===== src/rtl/incr_pkg.sv =====
package incr_pkg;
  localparam int DW = 8;
  localparam int SELW = 3;
  localparam logic [SELW-1:0] MEM_CODE = 3'd6;
  localparam int F_S = 7;
  localparam int F_Z = 6;
  localparam int F_AC = 4;
  localparam int F_P = 2;
  localparam int F_CY = 0;

  typedef enum logic [3:0] {
    ST_IDLE, ST_F1, ST_F2, ST_F3, ST_F4,
    ST_R1, ST_R2, ST_R3, ST_W1, ST_W2, ST_W3
  } seq_state_t;

  function automatic logic [DW-1:0] incr_value(input logic [DW-1:0] opnd);
    return opnd + 1'b1;
  endfunction

  function automatic logic [DW-1:0] incr_flags(input logic [DW-1:0] old,
                                               input logic [DW-1:0] opnd,
                                               input logic [DW-1:0] res);
    logic [DW-1:0] f;
    f = old;
    f[F_S] = res[DW-1];
    f[F_Z] = (res == '0);
    f[F_AC] = (opnd[3:0] == 4'hF);
    f[F_P] = ~(^res);
    return f;
  endfunction
endpackage


===== src/rtl/incr_regfile.sv =====
module incr_regfile
  import incr_pkg::*;
#(
  parameter int NREG = 8,
  parameter logic [NREG*DW-1:0] REG_INIT = '0,
  parameter int H_IDX = 4,
  parameter int L_IDX = 5
) (
  input  logic            clk,
  input  logic            rst_n,
  input  logic [SELW-1:0] rd_sel,
  output logic [DW-1:0]   rd_data,
  input  logic            wr_en,
  input  logic [SELW-1:0] wr_sel,
  input  logic [DW-1:0]   wr_data,
  output logic [2*DW-1:0] ptr
);
  logic [DW-1:0] rf [NREG];

  always_ff @(posedge clk) begin
    if (!rst_n) begin
      for (int i = 0; i < NREG; i++) rf[i] <= REG_INIT[i*DW +: DW];
    end else if (wr_en) begin
      rf[wr_sel] <= wr_data;
    end
  end

  assign rd_data = rf[rd_sel];
  assign ptr = {rf[H_IDX], rf[L_IDX]};

  // the memory code never reaches the register write port
  p_no_mem_write_r1: assert property (@(posedge clk) disable iff (!rst_n)
    wr_en |-> wr_sel != MEM_CODE);
endmodule


===== src/rtl/incr_alu.sv =====
module incr_alu
  import incr_pkg::*;
(
  input  logic [DW-1:0] opnd,
  input  logic [DW-1:0] flags_in,
  output logic [DW-1:0] res,
  output logic [DW-1:0] flags_out,
  output logic          aux_wrap
);
  always_comb begin
    res = incr_value(opnd);
    flags_out = incr_flags(flags_in, opnd, res);
    aux_wrap = flags_out[F_AC];
  end

  // a nibble wrap always leaves a zero low nibble
  always_comb begin
    p_aux_nibble_r4: assert (!aux_wrap || res[3:0] == 4'h0);
  end
endmodule


===== src/rtl/incr_seq.sv =====
module incr_seq
  import incr_pkg::*;
#(
  parameter int TW = 6
) (
  input  logic          clk,
  input  logic          rst_n,
  input  logic          start,
  input  logic          is_mem,
  input  logic          mem_ready,
  output logic          busy,
  output logic          ev_take,
  output logic          ev_reg_commit,
  output logic          ev_capture,
  output logic          ev_modify,
  output logic          mem_rd,
  output logic          mem_wr,
  output logic          done,
  output logic [TW-1:0] tstates
);
  localparam logic [TW-1:0] TMAX = '1;
  seq_state_t st, st_nx;
  logic [TW-1:0] tcnt;
  logic finish;

  assign busy = (st != ST_IDLE);
  assign ev_take = (st == ST_IDLE) && start;
  assign ev_reg_commit = (st == ST_F4) && !is_mem;
  assign ev_capture = (st == ST_R2) && mem_ready;
  assign ev_modify = (st == ST_R3);
  assign mem_rd = (st == ST_R1) || (st == ST_R2);
  assign mem_wr = (st == ST_W1) || (st == ST_W2);
  assign finish = ev_reg_commit || (st == ST_W3);

  always_comb begin
    st_nx = st;
    unique case (st)
      ST_IDLE: if (start) st_nx = ST_F1;
      ST_F1:   st_nx = ST_F2;
      ST_F2:   st_nx = ST_F3;
      ST_F3:   st_nx = ST_F4;
      ST_F4:   st_nx = is_mem ? ST_R1 : ST_IDLE;
      ST_R1:   st_nx = ST_R2;
      ST_R2:   if (mem_ready) st_nx = ST_R3;
      ST_R3:   st_nx = ST_W1;
      ST_W1:   st_nx = ST_W2;
      ST_W2:   if (mem_ready) st_nx = ST_W3;
      ST_W3:   st_nx = ST_IDLE;
      default: st_nx = ST_IDLE;
    endcase
  end

  always_ff @(posedge clk) begin
    if (!rst_n) begin
      st <= ST_IDLE;
      tcnt <= '0;
      tstates <= '0;
      done <= 1'b0;
    end else begin
      st <= st_nx;
      done <= finish;
      if (ev_take) tcnt <= TW'(1);
      else if (busy && tcnt != TMAX) tcnt <= tcnt + 1'b1;
      if (finish) tstates <= tcnt;
    end
  end

  // read and write requests are exclusive
  p_bus_exclusive_r5: assert property (@(posedge clk) disable iff (!rst_n)
    !(mem_rd && mem_wr));
  // a register operand never touches the bus
  p_reg_no_bus_r6: assert property (@(posedge clk) disable iff (!rst_n)
    (busy && !is_mem) |-> (!mem_rd && !mem_wr));
  // a write never follows directly on a read request
  p_read_before_write_r5: assert property (@(posedge clk) disable iff (!rst_n)
    $rose(mem_wr) |-> !$past(mem_rd));
  // done lasts one clock
  p_done_pulse_r9: assert property (@(posedge clk) disable iff (!rst_n)
    done |=> !done);
endmodule


===== src/rtl/incr_exec_unit.sv =====
module incr_exec_unit
  import incr_pkg::*;
#(
  parameter int TW = 6,
  parameter logic [8*DW-1:0] REG_INIT = 64'h00_00_50_40_7F_0F_FF_05,
  parameter logic [DW-1:0] FLAG_INIT = 8'h01
) (
  input  logic            clk,
  input  logic            rst_n,
  input  logic            start,
  input  logic [2:0]      op_sel,
  output logic            busy,
  output logic            done,
  output logic [7:0]      result,
  output logic [7:0]      flags,
  output logic [TW-1:0]   tstates,
  output logic [15:0]     mem_addr,
  output logic            mem_rd,
  output logic            mem_wr,
  output logic [7:0]      mem_wdata,
  input  logic [7:0]      mem_rdata,
  input  logic            mem_ready
);
  logic [SELW-1:0] op_q;
  logic [DW-1:0] mem_byte_q, rf_rd, opnd, alu_res, alu_flags;
  logic is_mem, ev_take, ev_reg_commit, ev_capture, ev_modify, aux_wrap;

  assign is_mem = (op_q == MEM_CODE);
  assign opnd = is_mem ? mem_byte_q : rf_rd;
  assign mem_wdata = mem_byte_q;

  incr_seq #(.TW(TW)) u_seq (
    .clk(clk), .rst_n(rst_n), .start(start), .is_mem(is_mem),
    .mem_ready(mem_ready), .busy(busy), .ev_take(ev_take),
    .ev_reg_commit(ev_reg_commit), .ev_capture(ev_capture),
    .ev_modify(ev_modify), .mem_rd(mem_rd), .mem_wr(mem_wr),
    .done(done), .tstates(tstates)
  );

  incr_regfile #(.NREG(8), .REG_INIT(REG_INIT)) u_rf (
    .clk(clk), .rst_n(rst_n), .rd_sel(op_q), .rd_data(rf_rd),
    .wr_en(ev_reg_commit), .wr_sel(op_q), .wr_data(alu_res),
    .ptr(mem_addr)
  );

  incr_alu u_alu (
    .opnd(opnd), .flags_in(flags), .res(alu_res),
    .flags_out(alu_flags), .aux_wrap(aux_wrap)
  );

  always_ff @(posedge clk) begin
    if (!rst_n) begin
      op_q <= '0;
      mem_byte_q <= '0;
      result <= '0;
      flags <= FLAG_INIT;
    end else begin
      if (ev_take) op_q <= op_sel;
      if (ev_capture) mem_byte_q <= mem_rdata;
      if (ev_modify) mem_byte_q <= alu_res;
      if (ev_reg_commit || ev_modify) begin
        result <= alu_res;
        flags <= alu_flags;
      end
    end
  end

  // carry bit is never altered
  p_carry_kept_r3: assert property (@(posedge clk) disable iff (!rst_n)
    $stable(flags[F_CY]));
  // zero flag agrees with the presented result at completion
  p_zero_matches_r4: assert property (@(posedge clk) disable iff (!rst_n)
    done |-> flags[F_Z] == (result == '0));
  // a start while busy leaves the selected operand alone
  p_busy_start_ignored_r8: assert property (@(posedge clk) disable iff (!rst_n)
    (busy && start) |=> $stable(op_q));
  // the write carries the value presented as result
  p_write_data_r2: assert property (@(posedge clk) disable iff (!rst_n)
    mem_wr |-> mem_wdata == result);
endmodule


===== config.mk =====
export PLATFORM = sky130hd
export DESIGN_NAME = incr_exec_unit
export DESIGN_NICKNAME = d
export VERILOG_FILES = /design/src/rtl/incr_pkg.sv /design/src/rtl/incr_regfile.sv /design/src/rtl/incr_alu.sv /design/src/rtl/incr_seq.sv /design/src/rtl/incr_exec_unit.sv
export SDC_FILE = /design/constraint.sdc
export NUM_CORES = 1
export LEC_CHECK = 0
export BUFFER_PORTS_ARGS = -buffer_cell sky130_fd_sc_hd__buf_2
export CAP_MARGIN = 20
export CORE_MARGIN = 8
export CORE_UTILIZATION = 55
export CTS_CLUSTER_SIZE = 28
export DETAILED_ROUTE_END_ITERATION = 8
export PLACE_DENSITY = 0.87
export RECOVER_POWER = 100
export SETUP_SLACK_MARGIN = 0.1
export SKIP_LAST_GASP = 1
export SYNTH_ARGS = -nofsm -noshare
export SYNTH_HDL_FRONTEND = slang
export SYNTH_HIERARCHICAL = 1
export SYNTH_SLANG_ARGS = --single-unit

===== constraint.sdc =====
create_clock -name clk -period 3.9 [get_ports clk]
set_clock_uncertainty 0.1 [all_clocks]
set_input_delay 0.39 -clock clk [delete_from_list [all_inputs] [get_ports clk]]
set_output_delay 0.39 -clock clk [all_outputs]
set_load 0.02 [all_outputs]

### After elaboration in Yosys (flattened, before gate mapping)

Memory sizes are Yosys's and may differ from the RTL's. A register that Yosys moved wholly into a read port is not among the register bits.
Cells that the tools add are included.
W data, S select, Z words.

* RAM bits: 64
* memories: 1
* output and inout bits: 50
* bits in read-only memories: 0
* bits in registers: 40
* logic and storage cells: 67
* latch bits: 0

* $mul: 0
* bitwise gates (word level): 2
* shift-type cells: 0
* equality and inequality tests: 16
* mux-type cells: 19
* reduce and logical (&&, ||, !) cells: 18
* div/mod/pow operators: 0
* $lt $le $gt $ge: 0
* $add $sub $neg: 2

Memories
* u_rf.rf: depth 8, width 8, read ports 3, clocked after memory_dff 1, write ports 8, RTL line incr_regfile.sv:18 `logic [DW-1:0] rf [NREG];`

Operator list (count)
* $pmux W4 S10: 1
* $mux W8: 4
* $eq A4 B3 Y1 const B: 4
* $eq A4 B4 Y1 const B: 4
* $mux W3: 4
* $mux W4: 3
* $add A8 B1 Y8 const B: 1
* $eq A4 B2 Y1 const B: 2
* $logic_not A8 Y1: 1
* $reduce_or A8 Y1: 1
* $reduce_xor A8 Y1: 1
* $mux W1: 7
* $add A6 B1 Y6 const B: 1
* $ne A2 B2 Y1 const B: 3
* $ne A6 B6 Y1 const B: 1
* $eq A4 B1 Y1 const B: 1
* $logic_and A1 B1 Y1: 4
* $logic_not A4 Y1: 1
* $logic_or A1 B1 Y1: 4
* $reduce_bool A2 Y1: 2
* $reduce_bool A4 Y1: 1
* $eq A3 B3 Y1 const B: 1
* $reduce_and A3 Y1: 1
* $not A1 Y1: 2
* other kinds (2): 2

### Longest topological paths before layout

* word-level depth: 8
* gate-level depth with buffers: 14
* depth with buffers taken out: 12

### Modules after synthesis

The synthesis kept the hierarchy.

Modules (own cells, without submodules)
* incr_regfile: cells each 195, sequential area each 1921.8 µm², times used 1, area an instance 2971.6 µm²
* incr_exec_unit: cells each 127, sequential area each 540.5 µm², times used 1, area an instance 1315.0 µm²
* incr_seq: cells each 98, sequential area each 340.3 µm², times used 1, area an instance 858.3 µm²
* incr_alu: cells each 38, sequential area each 0.0 µm², times used 1, area an instance 311.5 µm²

### Least setup slack after synthesis

OpenSTA, ideal clock, no wires.

* path type: reg-to-reg
* start point: register op_q[0]
* end point: register flags[2]
* required time: 3730 ps
* slack: 477 ps
* arrival time: 3253 ps
* stages on the path, launching flop included: 15
* library setup time: 70 ps
* path through: dfxtp_1 > buf_6 > buf_12 > mux4_1 > mux2_2 > mux2_2 > ha_1 > and3_1 > xnor2_1 > ha_1 > xnor2_1 > xnor2_1 > xnor2_1 > o21ai_0 > a21boi_1

* cells in the longest elaborated chain, start to end: 5
* elaborated cells on any way between the ends: 8

Ends and longest elaborated chain
* from (decl): RTL line incr_exec_unit.sv:24 `logic [SELW-1:0] op_q;`
* from (signal assigned): RTL line incr_exec_unit.sv:58 `if (ev_take) op_q <= op_sel;`
* $eq A3 B3 Y1: RTL line incr_exec_unit.sv:28 `assign is_mem = (op_q == MEM_CODE);`
* $mux W8: RTL line incr_exec_unit.sv:29 `assign opnd = is_mem ? mem_byte_q : rf_rd;`
* via opnd[1]: RTL line incr_exec_unit.sv:25 `logic [DW-1:0] mem_byte_q, rf_rd, opnd, alu_res, alu_flags;`
* $add A8 B1 Y8: RTL line incr_pkg.sv:17 `return opnd + 1'b1;`
* $reduce_xor A8 Y1: RTL line incr_pkg.sv:28 `f[F_P] = ~(^res);`
* $not A1 Y1: RTL line incr_pkg.sv:28
* via alu_flags[2]: RTL line incr_exec_unit.sv:25
* to (signal assigned): RTL line incr_exec_unit.sv:63 `flags <= alu_flags;`
* to (decl): RTL line incr_exec_unit.sv:15 `output logic [7:0] flags,`

The timed path passes the listed nets, and every way through them passes these cells.
A chain may end at the register's enable or synchronous reset.

### Worst setup path in the final report

Same ends and word-level chain as after synthesis.

==> results.toml <==
[logic_synthesis]
yosysTopAreaCell = "edfxtp_1"
synth.cell_area_mm2 = 0.00546
ys_seq_area_share_pct = 51.4
yosysTopAreaCellShare_pct = 35.2
synth_fp_nets = 479
synth.distinct_cells = 51
synth_edf_count = 64
synth_commonest_cells = "64 x edfxtp_1, 45 x nor3_1, 44 x dfxtp_1"
syn_area_per_cell_um2 = 11.9
synth.most_common_cell = "edfxtp_1"
synth_area_leaders = "edfxtp_1 35%, dfxtp_1 16%, mux4_1 7.2%"
synth.yosys.warnings = 6
ys_seq_elements = 108
netlist_instances = 458
synth_flop_cell = "edfxtp_1"
synthArstFlopShare_pct = 0

[die]
start_util_pct = 56.3
rows = 36
die-area_mm2 = 0.0134
dieHeight_um = 116
dieWidth_um = 116
io_pins = 65
coreArea_mm2 = 0.00968

[timing]
timing.fmax_mhz = 278
worst_pin_slew_ns = 1.65
setup_viol = 0
totalNegativeSetupSlack_ns = 0
slew_viol_final = 50
period_share_pct = 92.3
finalCriticalPeriod_ns = 3.60
hold_violations = 0
max_slew_margin_pct = -9.79
rsz0062_at_grt = "no"

[detailed_routing]
wl_met1_um = 5190
drt_pre_antenna_iters = 5
final_antenna_net_count = 0
wl_met3_um = 986
maxUsedRoutingLayer = "met4"
drcViolationCount = 0
first_iter_violations = 295
met2_length_um = 6390
viasPerCell = 6.04
routed_wl_um = 12900
wl_per_cell_um = 19.9
vias = 3919

[setup_path]
cp_common_cell = "xnor2_1"
critPathLaunchType = "register"
path_max_fanout = 16
worstPathRequired_ns = 4.13
crit_slowest_cell = "mux4_1"
cp-end-kind = "register"
path_cells = "buf_4 > mux4_1 > mux2_2 > mux2_2 > and3_1 > xnor2_1 > ha_1 > xnor2_1 > xnor2_1 > xnor2_1 > o21ai_0 > a21boi_1"
crit_type = "reg2reg"
max_stage_delay_ns = 0.59
arrival_ns = 3.83

[status]
status = "finished with violations"
failed_checks = "max-capacitance violations, max-slew violations"

[power_and_ir_drop]
p_leak_nw = 2.02
peakVddDrop_v = 0.000250
power.density_mw_per_mm2 = 426

[finish]
fill_cells = 768
final_cell_area_mm2 = 0.00592
layout-drive-gt1-share_pct = 13.8
final_core_util_pct = 61.1
fin_nets = 532
antennaDiodeCount = 0
syn2layout_area_growth_pct = 8.46

[clocking]
cts_tree = "built"
cts_buffers = 9
root_buffer = "clkbuf_8"
clk_pin_slew_ns = 0.11
cts.repair.resized = 0
htreeDepth = 3
cts_buffer_depth = 2
cts_sinks = 108
postCtsSetupRepairBufs = 0
ctsHoldBuffers = 0
clk_latency_ns = 0.39

[placed_design]
routabilityCongestion = 0.883
io_buffers = 64
hpwlAfterDp_um = 9160
place_area_mm2 = 0.00585

[worst_hold_path]
hold_path.class = "in2reg"

[grt]
antenna_found_initial = 0
grt.overflow.total = 0
first_global_vias = 3817
grt_pass1_wl_um = 20200
track_usage_pct = 19.7
grt_start_max_net_pins = 54

[job]
cap_viol_max_count = 1
registers in the layout, indices dropped and copies added, names as in the netlist:
register	count
flags	8
mem_wdata	8
op_q	3
result	8
u_rf/rf	64
u_seq/done	1
u_seq/st	4
u_seq/tcnt	6
u_seq/tstates	6
stage by stage:
step / hold WS (ns) / cells / power, mW / setup WS (ns)
after floorplan: 0.379 / 458 / 1.76 / 0.477
after global placement: 0.364 / 632 / 1.87 / 0.419
after detailed placement: 0.382 / 632 / 1.90 / 0.207
after CTS: 0.168 / 648 / 2.54 / 0.186
after global routing: 0.177 / 649 / 2.63 / 0.0993
final: 0.185 / 649 / 2.52 / 0.300
metal layers:
| layer | vias up | GRT usage [%] |
|---|---|---|
| met5 | - | 0 |
| met2 | 183 | 33.0 |
| met4 | 0 | 8.49 |
| li1 | 1815 | - |
| met1 | 1893 | 23.7 |
| met3 | 28 | 4.43 |
cell usage in the layout (no fill, tap or decap), types with 12 or more instances in the layout:
master and instances:
nand2b_1 12, mux2_2 23, edfxtp_1 64, dfxtp_1 43, mux4_1 15, clkbuf_1 55
nand3_1 26, or3b_1 15, buf_2 14, o21ai_0 30, a21boi_0 15, nor3_1 46
inv_1 19
cell type report:
class,count,area (um2),area share (%)
flip-flops and latches,108,2800,47.4
multi-input cells,290,2330,39.4
repair buffers,82,362,6.11
well taps,133,166,2.81
clock buffers,9,124,2.09
inverters,20,75.1,1.27
clock inverters,7,57.6,0.973
cell families after synthesis:
| kind of cell | share of synthesized area [%] |
|---|---|
| XOR/XNOR | 2.25 |
| flip-flops | 51.4 |
| adder cells (fa/ha/maj) | 1.38 |
| multiplexers | 14.6 |
| buffers and inverters | 5.39 |
| AND/OR/NAND/NOR | 17.0 |
| AO/OA/AOI/OAI | 8.05 |
final timing paths:
check                              from                    end  slack, ns  depth (start not counted)
setup / recovery   op_q[0]$_SDFFE_PN0P_  flags[2]$_SDFFE_PN0P_       0.30                         12
hold / removal                op_sel[2]   op_q[2]$_SDFFE_PN0P_       0.18                          3
setup reg to reg   op_q[0]$_SDFFE_PN0P_  flags[2]$_SDFFE_PN0P_       0.30                         12
hold reg to reg   flags[5]$_SDFFE_PN0P_  flags[5]$_SDFFE_PN0P_       0.42                          2
critical path: cells and delay by family, from the launching register on:
family,cells,cell delay (ns)
AO/OA/AOI/OAI,2,0.29
XOR/XNOR,4,0.68
adder cells (fa/ha/maj),1,0.28
buffers and inverters,1,0.29
flip-flops,1,0.48
multiplexers,3,1.20
AND/OR/NAND/NOR,1,0.22
report_power, final:
part / leakage [nW] / switching, mW / total (mW) / internal, mW
sequential: 0.932 / 0.0471 / 1.29 / 1.24
combinational: 0.998 / 0.360 / 0.589 / 0.229
clock: 0.0955 / 0.405 / 0.649 / 0.244
total: 2.02 / 0.812 / 2.52 / 1.71
No activity file was read; power rests on OpenSTA's default activity.
